==> config.mk <==
export PLATFORM = sky130hd
export DESIGN_NAME = owire_slot_engine
export DESIGN_NICKNAME = d
export VERILOG_FILES = /design/src/rtl/owire_pkg.sv /design/src/rtl/owire_us_tick.sv /design/src/rtl/owire_sync.sv /design/src/rtl/owire_slot_plan.sv /design/src/rtl/owire_slot_engine.sv
export SDC_FILE = /design/constraint.sdc
export NUM_CORES = 1
export LEC_CHECK = 0
export BUFFER_PORTS_ARGS = -buffer_cell sky130_fd_sc_hd__buf_2
export CELL_PAD_IN_SITES_DETAIL_PLACEMENT = 1
export CELL_PAD_IN_SITES_GLOBAL_PLACEMENT = 1
export CORE_ASPECT_RATIO = 1.75
export CORE_UTILIZATION = 40
export CTS_BUF_LIST = sky130_fd_sc_hd__clkbuf_4 sky130_fd_sc_hd__clkbuf_8
export DETAILED_ROUTE_END_ITERATION = 8
export GPL_TIMING_DRIVEN = 0
export HOLD_SLACK_MARGIN = 0.02
export PLACE_DENSITY = 0.7
export SYNTH_ARGS = -nofsm -noshare
export SYNTH_HDL_FRONTEND = slang
export SYNTH_SLANG_ARGS = --single-unit
==> constraint.sdc <==
create_clock -name clk_i -period 8.9 [get_ports clk_i]
set_input_delay 1.335 -clock clk_i [delete_from_list [all_inputs] [get_ports clk_i]]
set_output_delay 1.335 -clock clk_i [all_outputs]
set_load 0.03 [all_outputs]
==> src/rtl/owire_pkg.sv <==
package owire_pkg;

    typedef enum logic [1:0] {
        SLOT_RESET = 2'b00,
        SLOT_WRITE = 2'b01,
        SLOT_READ  = 2'b10,
        SLOT_TOUCH = 2'b11
    } slot_kind_e;

    typedef enum logic [1:0] {
        PH_IDLE = 2'd0,
        PH_LOW  = 2'd1,
        PH_GAP  = 2'd2,
        PH_TAIL = 2'd3
    } phase_e;

    // phase lengths in microseconds
    localparam int DUR_W       = 10;
    localparam int US_W1_LOW   = 6;
    localparam int US_W1_GAP   = 64;
    localparam int US_W0_LOW   = 60;
    localparam int US_W0_GAP   = 10;
    localparam int US_RD_LOW   = 6;
    localparam int US_RD_GAP   = 9;
    localparam int US_RD_TAIL  = 55;
    localparam int US_RST_LOW  = 500;
    localparam int US_RST_GAP  = 70;
    localparam int US_RST_TAIL = 430;

endpackage

==> src/rtl/owire_us_tick.sv <==
module owire_us_tick #(
    parameter int DIV = 125
) (
    input  logic clk_i,
    input  logic rst_ni,
    input  logic clear_i,
    output logic tick_o
);
    localparam int W = (DIV > 1) ? $clog2(DIV) : 1;
    localparam logic [W-1:0] LAST = W'(DIV - 1);

    logic [W-1:0] div_d, div_q;

    assign tick_o = (div_q == LAST);

    always_comb begin
        div_d = div_q + W'(1);
        if (clear_i || tick_o) div_d = '0;
    end

    always_ff @(posedge clk_i or negedge rst_ni) begin
        if (!rst_ni) div_q <= '0;
        else         div_q <= div_d;
    end
endmodule

==> src/rtl/owire_sync.sv <==
module owire_sync #(
    parameter int STAGES = 2
) (
    input  logic clk_i,
    input  logic rst_ni,
    input  logic async_i,
    output logic sync_o
);
    logic [STAGES-1:0] stg_q;
    logic [STAGES-1:0] stg_d;

    generate
        for (genvar i = 0; i < STAGES; i++) begin : g_stage
            if (i == 0) begin : g_first
                assign stg_d[i] = async_i;
            end else begin : g_next
                assign stg_d[i] = stg_q[i-1];
            end
        end
    endgenerate

    always_ff @(posedge clk_i or negedge rst_ni) begin
        if (!rst_ni) stg_q <= '1;
        else         stg_q <= stg_d;
    end

    assign sync_o = stg_q[STAGES-1];
endmodule

==> src/rtl/owire_slot_plan.sv <==
module owire_slot_plan
    import owire_pkg::*;
(
    input  slot_kind_e       kind_i,
    input  logic             bit_i,
    output logic [DUR_W-1:0] low_us_o,
    output logic [DUR_W-1:0] gap_us_o,
    output logic [DUR_W-1:0] tail_us_o,
    output logic             sample_o
);
    logic as_read;

    // a touch with 1 is a read slot; a touch with 0 is a write-0 slot
    always_comb begin
        as_read = (kind_i == SLOT_READ) || (kind_i == SLOT_TOUCH && bit_i);
        sample_o  = 1'b0;
        tail_us_o = '0;
        if (kind_i == SLOT_RESET) begin
            low_us_o  = DUR_W'(US_RST_LOW);
            gap_us_o  = DUR_W'(US_RST_GAP);
            tail_us_o = DUR_W'(US_RST_TAIL);
            sample_o  = 1'b1;
        end else if (as_read) begin
            low_us_o  = DUR_W'(US_RD_LOW);
            gap_us_o  = DUR_W'(US_RD_GAP);
            tail_us_o = DUR_W'(US_RD_TAIL);
            sample_o  = 1'b1;
        end else if (bit_i) begin
            low_us_o  = DUR_W'(US_W1_LOW);
            gap_us_o  = DUR_W'(US_W1_GAP);
        end else begin
            low_us_o  = DUR_W'(US_W0_LOW);
            gap_us_o  = DUR_W'(US_W0_GAP);
        end
    end
endmodule

==> src/rtl/owire_slot_engine.sv <==
module owire_slot_engine
    import owire_pkg::*;
#(
    parameter int CLK_PER_US = 125,
    parameter int SCALE_W    = 4,
    parameter int SYNC_STAGES = 2
) (
    input  logic               clk_i,
    input  logic               rst_ni,
    input  logic               req_i,
    input  logic [1:0]         slot_kind_i,
    input  logic               bit_i,
    input  logic [SCALE_W-1:0] scale_i,
    input  logic               line_i,
    output logic               drive_low_o,
    output logic               busy_o,
    output logic               done_o,
    output logic               rx_bit_o
);
    localparam int CNT_W = DUR_W + SCALE_W;

    typedef struct packed {
        phase_e             phase;
        logic [CNT_W-1:0]   cnt;
        slot_kind_e         kind;
        logic               bitv;
        logic [SCALE_W-1:0] scale;
        logic               smp;
        logic               rx;
        logic               done;
    } eng_t;

    eng_t st_d, st_q;

    logic             tick;
    logic             line_s;
    logic             idle;
    slot_kind_e       plan_kind;
    logic             plan_bit;
    logic [SCALE_W-1:0] scale_live;
    logic [SCALE_W-1:0] scale_use;
    logic [DUR_W-1:0] low_us, gap_us, tail_us;
    logic             plan_sample;

    assign idle       = (st_q.phase == PH_IDLE);
    assign scale_live = (scale_i == '0) ? SCALE_W'(1) : scale_i;
    assign plan_kind  = idle ? slot_kind_e'(slot_kind_i) : st_q.kind;
    assign plan_bit   = idle ? bit_i : st_q.bitv;
    assign scale_use  = idle ? scale_live : st_q.scale;

    owire_us_tick #(.DIV(CLK_PER_US)) u_tick (
        .clk_i   (clk_i),
        .rst_ni  (rst_ni),
        .clear_i (idle),
        .tick_o  (tick)
    );

    owire_sync #(.STAGES(SYNC_STAGES)) u_sync (
        .clk_i   (clk_i),
        .rst_ni  (rst_ni),
        .async_i (line_i),
        .sync_o  (line_s)
    );

    owire_slot_plan u_plan (
        .kind_i    (plan_kind),
        .bit_i     (plan_bit),
        .low_us_o  (low_us),
        .gap_us_o  (gap_us),
        .tail_us_o (tail_us),
        .sample_o  (plan_sample)
    );

    always_comb begin
        logic last;
        logic result;
        st_d      = st_q;
        st_d.done = 1'b0;
        last      = tick && (st_q.cnt == CNT_W'(1));
        result    = plan_sample ? line_s : plan_bit;
        unique case (st_q.phase)
            PH_IDLE: begin
                if (req_i) begin
                    st_d.phase = PH_LOW;
                    st_d.kind  = slot_kind_e'(slot_kind_i);
                    st_d.bitv  = bit_i;
                    st_d.scale = scale_live;
                    st_d.cnt   = CNT_W'(low_us) * CNT_W'(scale_use);
                end
            end
            PH_LOW: begin
                if (last) begin
                    st_d.phase = PH_GAP;
                    st_d.cnt   = CNT_W'(gap_us) * CNT_W'(scale_use);
                end else if (tick) begin
                    st_d.cnt = st_q.cnt - CNT_W'(1);
                end
            end
            PH_GAP: begin
                if (last) begin
                    st_d.smp = result;
                    if (tail_us != '0) begin
                        st_d.phase = PH_TAIL;
                        st_d.cnt   = CNT_W'(tail_us) * CNT_W'(scale_use);
                    end else begin
                        st_d.phase = PH_IDLE;
                        st_d.rx    = result;
                        st_d.done  = 1'b1;
                    end
                end else if (tick) begin
                    st_d.cnt = st_q.cnt - CNT_W'(1);
                end
            end
            PH_TAIL: begin
                if (last) begin
                    st_d.phase = PH_IDLE;
                    st_d.rx    = st_q.smp;
                    st_d.done  = 1'b1;
                end else if (tick) begin
                    st_d.cnt = st_q.cnt - CNT_W'(1);
                end
            end
            default: st_d.phase = PH_IDLE;
        endcase
    end

    always_ff @(posedge clk_i or negedge rst_ni) begin
        if (!rst_ni) begin
            st_q <= '{phase: PH_IDLE, cnt: '0, kind: SLOT_RESET, bitv: 1'b0,
                      scale: '0, smp: 1'b0, rx: 1'b0, done: 1'b0};
        end else begin
            st_q <= st_d;
        end
    end

    assign drive_low_o = (st_q.phase == PH_LOW);
    assign busy_o      = !idle;
    assign done_o      = st_q.done;
    assign rx_bit_o    = st_q.rx;
endmodule

==> results of run 1 <==
-- kinds of logic after synthesis --
| group | share of synthesized area, % |
|---|---|
| simple gates | 20.5 |
| flops | 19.7 |
| xor+xnor | 4.92 |
| mux | 1.74 |
| compound gates | 19.7 |
| buf+inv | 6.95 |
| fa+ha+maj | 26.5 |
-- where the power goes --
group | internal [mW] | total (mW) | switching (mW)
Sequential | 0.161 | 0.163 | 0.00174
Combinational | 0.00461 | 0.0144 | 0.00977
Clock | 0.0844 | 0.152 | 0.0677
Total | 0.250 | 0.330 | 0.0792
-- through the flow --
step / utilization (%) / std cells / hold slack [ns]
floorplan: - / 549 / 0.345
global placement: 43.5 / 693 / 0.347
detailed placement: 43.5 / 693 / 0.349
CTS: 44.6 / 701 / 0.361
global route: 44.6 / 701 / 0.368
finish: 44.6 / 701 / 0.360
-- cell usage in the layout (no fill, tap or decap), types with 4 or more instances in the layout --
cell	n
inv_1	59
nor2_1	54
nand2_1	54
ha_1	54
o21ai_0	38
dfrtp_1	33
a21oi_1	32
fa_1	24
buf_2	21
nand3_1	16
nor3_1	15
xnor2_1	13
xor2_1	12
o22ai_1	11
a31oi_1	10
a21o_1	8
clkbuf_1	6
or2_2	6
o21a_1	6
a211oi_1	6
nand4_1	5
and3_1	5
clkbuf_8	5
nor2b_1	4
o21bai_1	4
a22oi_1	4
-- per-layer routing --
metal / wire (um) / part of all wire [%]
met3: 202 / 1.5
met5: 0 / 0
met1: 5060 / 37
met4: 627 / 4.5
met2: 7890 / 57
-- sequential cells by signal, indices dropped and copies added, names as in the netlist --
name          count
u_sync.stg_q      2
rx_bit_o          1
u_tick.div_q      7
done_o            1
st_q             24
-- worst max path at each step --
stage	start	to	slack (ns)
finish	slot_kind_i[0]	st_q[19]$_DFFE_PN0P_	3.12
global route	slot_kind_i[0]	st_q[19]$_DFFE_PN0P_	2.79
CTS	slot_kind_i[0]	st_q[19]$_DFFE_PN0P_	3.13
detailed placement	slot_kind_i[0]	st_q[19]$_DFFE_PN0P_	2.83
global placement	slot_kind_i[0]	st_q[19]$_DFFE_PN0P_	2.96
floorplan	slot_kind_i[0]	st_q[19]$_DFFE_PN0P_	3.95
-- cell type report --
type                    instances  area (um2)
plain buffers                  16        80.1
clock buffers                   5        68.8
fillers                      1337        5960
inverters                      61         229
repair buffers                 14        70.1
flip-flops and latches         35         878
clock inverters                 3        46.3
well taps                     130         163
multi-input cells             437        3260
==> results.ini, run 1 <==
[timing]
clock.fmax_mhz = 173
skew_ns = 0.0108
slew_violations = 0
final.period_utilization_pct = 65.0
final.setup.tns_ns = 0
worst_pin_slew_ns = 1.02
finalHoldViolCount = 0
finalSetupViolCount = 0
slew_headroom_pct = 31.8
fin_ws_ns = 3.12
finalCriticalPeriod_ns = 5.78
rsz0062_at_grt = no

[global_routing]
antenna_found_initial = 0
use_met3_pct = 2.44
grt_pass1_vias = 4526
grt_util_met1_pct = 25.9
gr-usage-met2_pct = 50.6
grt_pass1_wl_um = 22500
gr-max-usage-layer = met2
grt_use_total_pct = 26.0
grt.overflow.total = 0
grt_max_degree = 36

[detailed_routing]
vias_per_cell = 5.84
drt_iter0_markers = 122
wl_um = 13800
drc = 0
wl_per_cell_um = 19.7
drtPass1Iterations = 4
vias = 4093
ant_nets = 0

[die]
ios = 15
design.core.area_um2 = 10800
rows = 50
start_util_pct = 41.3
die_h_um = 142
die_w_um = 81.7
die_area_um2 = 11600

[finish]
syn_to_final_growth_pct = 7.82
fin_area_um2 = 4800
antenna_cells = 0
drive_gt1_share_pct = 10.2
fin_nets = 659

[placement]
gp_congestion = 0.946
hpwl_um = 11600
place_area_um2 = 4680
dp_slack_ns = 2.83
io_buffers = 14

[clock_tree]
cts.repair.resized = 0
cts_tree = done
cts.clk_slew.worst_paths_ns = 0.08
cts_root_buffer = clkbuf_8
clk-insertion-delay-late_ns = 0.30
cts_htree_levels = 2
ctsLongestPathBuffers = 2
cts.sinks = 35
cts_made_buffers = 5
cts_hold_buf = 0
postCtsSetupBuffers = 0

[critical_path]
path_max_fanout = 8
cp_slowest_cell = nor2_1
required_ns = 9.08
crit_chain = buf_2 -> nor4_1 -> a21oi_1 -> nor2_1 -> inv_1 -> fa_1 -> inv_1 -> ha_1 -> ha_1 -> a21oi_1 -> o22ai_1 -> o311ai_1 -> xnor2_1 -> a221oi_1 -> o22ai_1 -> mux2_2
critPathMaxStageDelay_ns = 0.79
r2r-start = st_q[25]$_DFFE_PN0P_
cp_top_family = compound AO/OA/AOI/OAI gates
cp-end-kind = flip-flop
crit_buf_inv = 3
worstPathArrival_ns = 5.96
critPathKind = primary input to flip-flop
reg2reg_setup_slack_ns = 3.46
r2r_end = st_q[19]$_DFFE_PN0P_
worst_setup_path_start_kind = primary input
path_depth = 16
r2r_cells = 18

[power_and_ir_drop]
ir_drop_mv = 0.0943
leakagePower_nw = 2.46
p_total_mw = 0.330
p_per_area_nw_per_um2 = 68.7

[yosys]
yosysWarnings = 0
syn_inst = 549
synth_common_cells = inv_1, ha_1, nand2_1, nor2_1, o21ai_0
syn_nets = 638
syn-cell-area_um2 = 4450
ys_ff_latch = 35
yosysMostFrequentCell = inv_1
synth_edf_count = 0
ys_seq_area_share_pct = 19.7
netlist.top_cell.by_area = dfrtp_1
synth_top_area_share_pct = 18.6
ys_types = 64
syn_avg_cell_area_um2 = 8.10
synth_area_leaders = dfrtp_1, ha_1, fa_1, inv_1, nand2_1
synth_ff_type = dfrtp_1
async_reset_ff_share_pct = 100

[min_path]
holdCritPathClass = flip-flop to flip-flop
hp-start = u_sync.stg_q[0]$_DFF_PN1_
whs_endpoint = u_sync.stg_q[1]$_DFF_PN1_
holdPathStages = 0

[flow_run]
max_cap_viol_count = 0

[outcome]
status = completed

Power figures use the tool's default switching activity.
==> run 2, diff against run 1 <==
- ABC_AREA: default -> 1
- PLACE_DENSITY: 0.7 -> 0.73
- clock period: 8.9 -> 5.4 ns (I/O delays scaled with it)
==> run 2 against run 1 <==
Global-route usage grew 0.37 points. Sequential cell count is the same. Hold slack gained 0.0019 ns. Cell area grew 7.6%. Wire length grew 14%. Die area grew 8.4%. Count of clock-buffer cells in the layout is the same. Setup slack lost 2.6 ns. Highest routed layer unchanged. Register-to-register slack lost 2.9 ns. Critical path type is now flip-flop to flip-flop. Critical path depth grew 5. Sequential share of layout area shrank 1.3 points.
==> results.ini, run 2 <==
[critical_path]
cp-startpoint = st_q[24]$_DFFE_PN0P_
critPathKind = flip-flop to flip-flop
r2r_end = st_q[16]$_DFFE_PN0P_
worst_setup_path_start_kind = flip-flop
worstPathArrival_ns = 5.05
path_max_fanout = 10
required_ns = 5.60
r2r_cells = 21
cp-end-kind = flip-flop
r2r-start = st_q[24]$_DFFE_PN0P_
reg2reg_setup_slack_ns = 0.54
endpoint = st_q[16]$_DFFE_PN0P_

[min_path]
holdPathStages = 0
holdCritPathClass = flip-flop to flip-flop

[detailed_routing]
wl_met3_um = 221
drc = 0
wl_met2_um = 8880
drtPass1Iterations = 4
drt_iter0_markers = 109
wl_um = 15800
wl_per_cell_um = 18.1
highest-signal-layer = met4
ant_nets = 0
wl_met1_um = 5840
vias_per_cell = 5.45
vias = 4743

[yosys]
synth_top_area_share_pct = 17.1
syn_nets = 802
yosysWarnings = 0
ys_seq_area_share_pct = 18.2
syn_avg_cell_area_um2 = 6.77
synth_ff_type = dfrtp_1
synth_area_leaders = dfrtp_1, nand2_1, ha_1, fa_1, inv_1
yosysMostFrequentCell = nand2_1
synth_edf_count = 0
syn_inst = 713
async_reset_ff_share_pct = 100
synth_common_cells = nand2_1, inv_1, nor2_1
netlist.top_cell.by_area = dfrtp_1
syn-cell-area_um2 = 4830
ys_types = 44
ys_ff_latch = 35

[timing]
final.period_utilization_pct = 89.9
skew_ns = 0.00884
clock.fmax_mhz = 206
finalHoldViolCount = 0
rsz0062_at_grt = no
slew_headroom_pct = 30.1
slew_violations = 0
finalCriticalPeriod_ns = 4.86
worst_pin_slew_ns = 1.04
fin_ws_ns = 0.545
final.setup.tns_ns = 0
finalSetupViolCount = 0

[global_routing]
grt_pass1_vias = 5182
grt_max_degree = 36
grt_pass1_wl_um = 25500
grt.overflow.total = 0
antenna_found_initial = 0
grt_use_total_pct = 26.4

[finish]
drive_gt1_share_pct = 9.39
antenna_cells = 0
syn_to_final_growth_pct = 6.87
mostFrequentLayoutCells = nand2_1, inv_1, nor2_1
fillCellCount = 1540
fin_nets = 823
fin_util_pct = 44.3
layoutNonFillerInstCount = 870
reg_top3 = st_q x24, u_tick.div_q x7, u_sync.stg_q x2
largest_register_ffs = 24
final_common_cell = nand2_1
regMostFlops = st_q

[clock_tree]
cts_hold_buf = 0
postCtsSetupBuffers = 0
cts_tree = done
cts.repair.resized = 0
cts_htree_levels = 2
clk-insertion-delay-late_ns = 0.31
cts.sinks = 35
ctsLongestPathBuffers = 2
cts_made_buffers = 5
cts_root_buffer = clkbuf_8
cts.clk_slew.worst_paths_ns = 0.09

[power_and_ir_drop]
p_sw_share_pct = 48.9
leakagePower_nw = 2.83
p_int_mw = 0.578
p_comb_share_pct = 56.9
switching_power_mw = 0.553
p_total_mw = 1.13
p_per_area_nw_per_um2 = 219
pwr-share-seq_pct = 24.5
ir_drop_mv = 0.109
clkPwrFrac_pct = 18.6

[die]
ios = 15
start_util_pct = 41.5
design.core.area_um2 = 11600
die_w_um = 85.1
die_area_um2 = 12500
die_h_um = 147
rows = 52

[placement]
io_buffers = 14
hpwl_um = 13600
dp_slack_ns = 0.470
gp_congestion = 0.971
dp.cells = 862

[flow_run]
max_cap_viol_count = 0

[outcome]
status = completed

==> run 2: critical path, stage by stage (launching register included) <==
cell and delay, ns:
dfrtp_1 0.52, nor2_4 0.08, buf_6 0.15, o21ai_2 0.46
inv_1 0.17, nor2_1 0.84, o21a_1 0.24, ha_1 0.14
inv_1 0.04, nand2_1 0.05, inv_1 0.05, fa_1 0.51
inv_1 0.04, ha_1 0.36, nand2_1 0.11, nand3_1 0.12
o21ai_0 0.35, o21ai_0 0.21, nand2_1 0.13, nand2_1 0.06
nand2_1 0.06, nand2_1 0.05
==> run 2: layer usage <==
metal | vias up | GRT usage [%]
met5 | - | 0
met4 | 0 | 13.1
met3 | 46 | 2.25
met2 | 62 | 52.8
met1 | 2328 | 26.3
li1 | 2307 | -
==> run 2: cell type report <==
| cell class | count | area [um2] | share of cell area (%) |
|---|---|---|---|
| multi-input combinational | 546 | 3430 | 66.4 |
| clock inverter | 3 | 23.8 | 0.461 |
| clock buffer | 5 | 68.8 | 1.33 |
| sequential | 35 | 878 | 17.0 |
| inverter | 126 | 473 | 9.16 |
| timing repair buffer | 14 | 70.1 | 1.36 |
| buffer | 6 | 52.6 | 1.02 |
| tap | 135 | 169 | 3.27 |
==> run 2: kinds of logic after synthesis <==
group                      after synthesis  synth area share (%)
and+or+nand+nor                        362                  33.6
buffers and inverters                  132                  10.9
AOI/OAI and AO/OA                       97                  11.8
adders and majority gates               78                  23.9
DFF                                     35                  18.2
xor gates and xnor gates                 9                  1.63
==> run 2: worst min-delay path by stage <==
stage | slack (ns) | end | startpoint
2_1_floorplan | 0.35 | u_sync.stg_q[1]$_DFF_PN1_ | u_sync.stg_q[0]$_DFF_PN1_
3_3_place_gp | 0.35 | u_sync.stg_q[1]$_DFF_PN1_ | u_sync.stg_q[0]$_DFF_PN1_
3_5_place_dp | 0.35 | u_sync.stg_q[1]$_DFF_PN1_ | u_sync.stg_q[0]$_DFF_PN1_
4_1_cts | 0.36 | u_sync.stg_q[1]$_DFF_PN1_ | u_sync.stg_q[0]$_DFF_PN1_
5_1_grt | 0.37 | u_sync.stg_q[1]$_DFF_PN1_ | u_sync.stg_q[0]$_DFF_PN1_
6_report | 0.36 | u_sync.stg_q[1]$_DFF_PN1_ | u_sync.stg_q[0]$_DFF_PN1_
==> run 2: metrics by stage <==
| step | hold slack, ns | instance area (um2) |
|---|---|---|
| 2_1_floorplan | 0.345 | 4830 |
| 3_3_place_gp | 0.346 | 5070 |
| 3_5_place_dp | 0.351 | 5070 |
| 4_1_cts | 0.364 | 5160 |
| 5_1_grt | 0.371 | 5160 |
| 6_report | 0.362 | 5160 |
==> run 2: power groups by stage <==
stage          combinational (mW)  sequential (mW)  clock (mW)
3_3_place_gp                0.610            0.282           0
5_1_grt                     0.722            0.278       0.223
2_1_floorplan               0.448            0.280           0
4_1_cts                     0.644            0.277       0.214
3_5_place_dp                0.639            0.282           0
6_report                    0.644            0.277       0.210
==> run 3, diff against run 2 <==
- PLACE_DENSITY: 0.73 -> 0.76
- clock period: 5.4 -> 4.15 ns (I/O delays scaled with it)
==> run 3 against run 2 <==
Sequential share of layout area decreased by 2.4 points. Count of clock-buffer cells in the layout unchanged. Combinational power increased by 71%. Maximum frequency increased by 19%. Clock power increased by 55%. Power increased by 58%. Critical path depth decreased by 1. Hold slack got worse by 0.0035 ns. Final cell count increased by 4.9%. Cell area increased by 16%. Setup slack got worse by 0.49 ns. Critical path type unchanged. Critical endpoint is now st_q[19]$_DFFE_PN0P_. Largest cell class unchanged.
==> results.ini, run 3 (synthesized netlist as in run 2, its figures left out) <==
[outcome]
status = completed

[power_and_ir_drop]
p_per_area_nw_per_um2 = 298
leakagePower_nw = 3.11
p_total_mw = 1.79
ir_drop_mv = 0.176

[die]
design.core.area_um2 = 11600
ios = 15
die_h_um = 147
die_area_um2 = 12500
start_util_pct = 41.5
rows = 52
die_w_um = 85.1

[timing]
worst_pin_slew_ns = 0.851
finalSetupViolCount = 0
rsz0062_at_grt = yes
finalHoldViolCount = 0
slew_headroom_pct = 43.3
skew_ns = 0.0124
clock.fmax_mhz = 244
final.period_utilization_pct = 98.7
fin_ws_ns = 0.0540
finalCriticalPeriod_ns = 4.10
slew_violations = 0

[global_routing]
grt_max_degree = 36
grt_pass1_vias = 5240
antenna_found_initial = 0
grt.overflow.total = 0
grt_use_total_pct = 26.7
grt_pass1_wl_um = 25800

[detailed_routing]
wl_met1_um = 6210
vias = 4944
wl_met3_um = 573
vias_per_cell = 5.42
ant_nets = 0
drc = 0
wl_per_cell_um = 19.0
wl_um = 17400
drtPass1Iterations = 6
wl_met2_um = 9530
drt_iter0_markers = 158
highest-signal-layer = met4

[finish]
reg_top3 = st_q x24, u_tick.div_q x7, u_sync.stg_q x2
mostFrequentLayoutCells = nand2_1, inv_1, nor2_1
fin_nets = 866
syn_to_final_growth_pct = 24.2
layoutNonFillerInstCount = 913
regMostFlops = st_q
multi_input_area_um2 = 3840
largest_register_ffs = 24
fillCellCount = 1496
drive_gt1_share_pct = 24.4
fin_util_pct = 51.5
antenna_cells = 0
final_common_cell = nand2_1
seq_area_um2 = 880

[placement]
gp_congestion = 0.947
dp.cells = 862
dp_slack_ns = -0.606
io_buffers = 14
hpwl_um = 13500

[critical_path]
worst_setup_path_start_kind = flip-flop
critPathKind = flip-flop to flip-flop
path_max_fanout = 5
worstPathArrival_ns = 4.29
required_ns = 4.34
cp-end-kind = flip-flop

[clock_tree]
cts_tree = done
cts_made_buffers = 5
cts_htree_levels = 2
cts.clk_slew.worst_paths_ns = 0.09
cts.sinks = 35
cts_root_buffer = clkbuf_8
ctsLongestPathBuffers = 2
clk-insertion-delay-late_ns = 0.30

[flow_run]
max_cap_viol_count = 0

[min_path]
holdCritPathClass = flip-flop to flip-flop

## run 3: cell count changes in the layout (fill, tap and decap cells not counted), sizes merged
cell	previous run	this run
buf	18	60
clkinv	2	4
inv	125	123
bufinv	0	1
clkbuf	7	8
clkinvlp	2	1
## run 3: what timing repair did
item                       CTS  global route
setup endpoints to repair   10            10
pin swaps                    4            37
gates resized for setup     27            85
hold buffers                 0             0
cloned                       0             1
setup buffers                7            35
## run 3: final timing paths
| check | startpoint | endpoint | slack [ns] | cells past startpoint |
|---|---|---|---|---|
| max reg2reg | st_q[24]$_DFFE_PN0P_ | st_q[19]$_DFFE_PN0P_ | 0.05 | 20 |
| max | st_q[24]$_DFFE_PN0P_ | st_q[19]$_DFFE_PN0P_ | 0.05 | 20 |
| min reg2reg | u_sync.stg_q[0]$_DFF_PN1_ | u_sync.stg_q[1]$_DFF_PN1_ | 0.36 | 0 |
| max in group asynchronous | rst_ni | st_q[24]$_DFFE_PN0P_ | 3.14 | 1 |
| min in group asynchronous | rst_ni | st_q[16]$_DFFE_PN0P_ | 0.43 | 1 |
| min | u_sync.stg_q[0]$_DFF_PN1_ | u_sync.stg_q[1]$_DFF_PN1_ | 0.36 | 0 |
## run 3: cell type report
| type | instances | share of cell area (%) |
|---|---|---|
| tap | 135 | 2.82 |
| clock inverter | 3 | 0.730 |
| multi-input combinational | 546 | 63.9 |
| clock buffer | 5 | 1.15 |
| inverter | 126 | 8.11 |
| sequential | 35 | 14.7 |
| buffer | 6 | 1.00 |
| timing repair buffer | 57 | 7.59 |
## run 3: metrics by stage
| step | hold WS [ns] | area (um2) | setup TNS [ns] |
|---|---|---|---|
| 2_1_floorplan | 0.327 | 4830 | 0 |
| 3_3_place_gp | 0.346 | 5070 | -4.18 |
| 3_5_place_dp | 0.347 | 5070 | -4.85 |
| 4_1_cts | 0.359 | 5350 | 0 |
| 5_1_grt | 0.369 | 6000 | -0.501 |
| 6_report | 0.359 | 6000 | 0 |
## run 3: layer usage
layer | global-route usage (%) | vias up
li1 | - | 2395
met1 | 28.0 | 2370
met2 | 50.6 | 116
met3 | 3.20 | 63
met4 | 13.9 | 0
met5 | 0 | -
## run 3: worst max-delay path: stages, from the launching register on
cell and delay [ns]:
dfrtp_2 0.47, nor2_4 0.25, buf_4 0.17, o21ai_4 0.07, nand2_4 0.16, nand2_4 0.10, clkinvlp_4 0.16, nor2_4 0.07
buf_12 0.12, fa_1 0.49, inv_1 0.05, fa_1 0.52, inv_1 0.04, ha_1 0.35, nand3b_1 0.13, nand2_2 0.10
a21oi_2 0.16, o21ai_2 0.07, or2_2 0.28, a22oi_2 0.14, nand2_1 0.07
## run 3: power by group
group          switching, mW  internal, mW  leakage [nW]
sequential           0.00945         0.351         0.416
clock                  0.147         0.179        0.0581
combinational          0.665         0.435          2.63
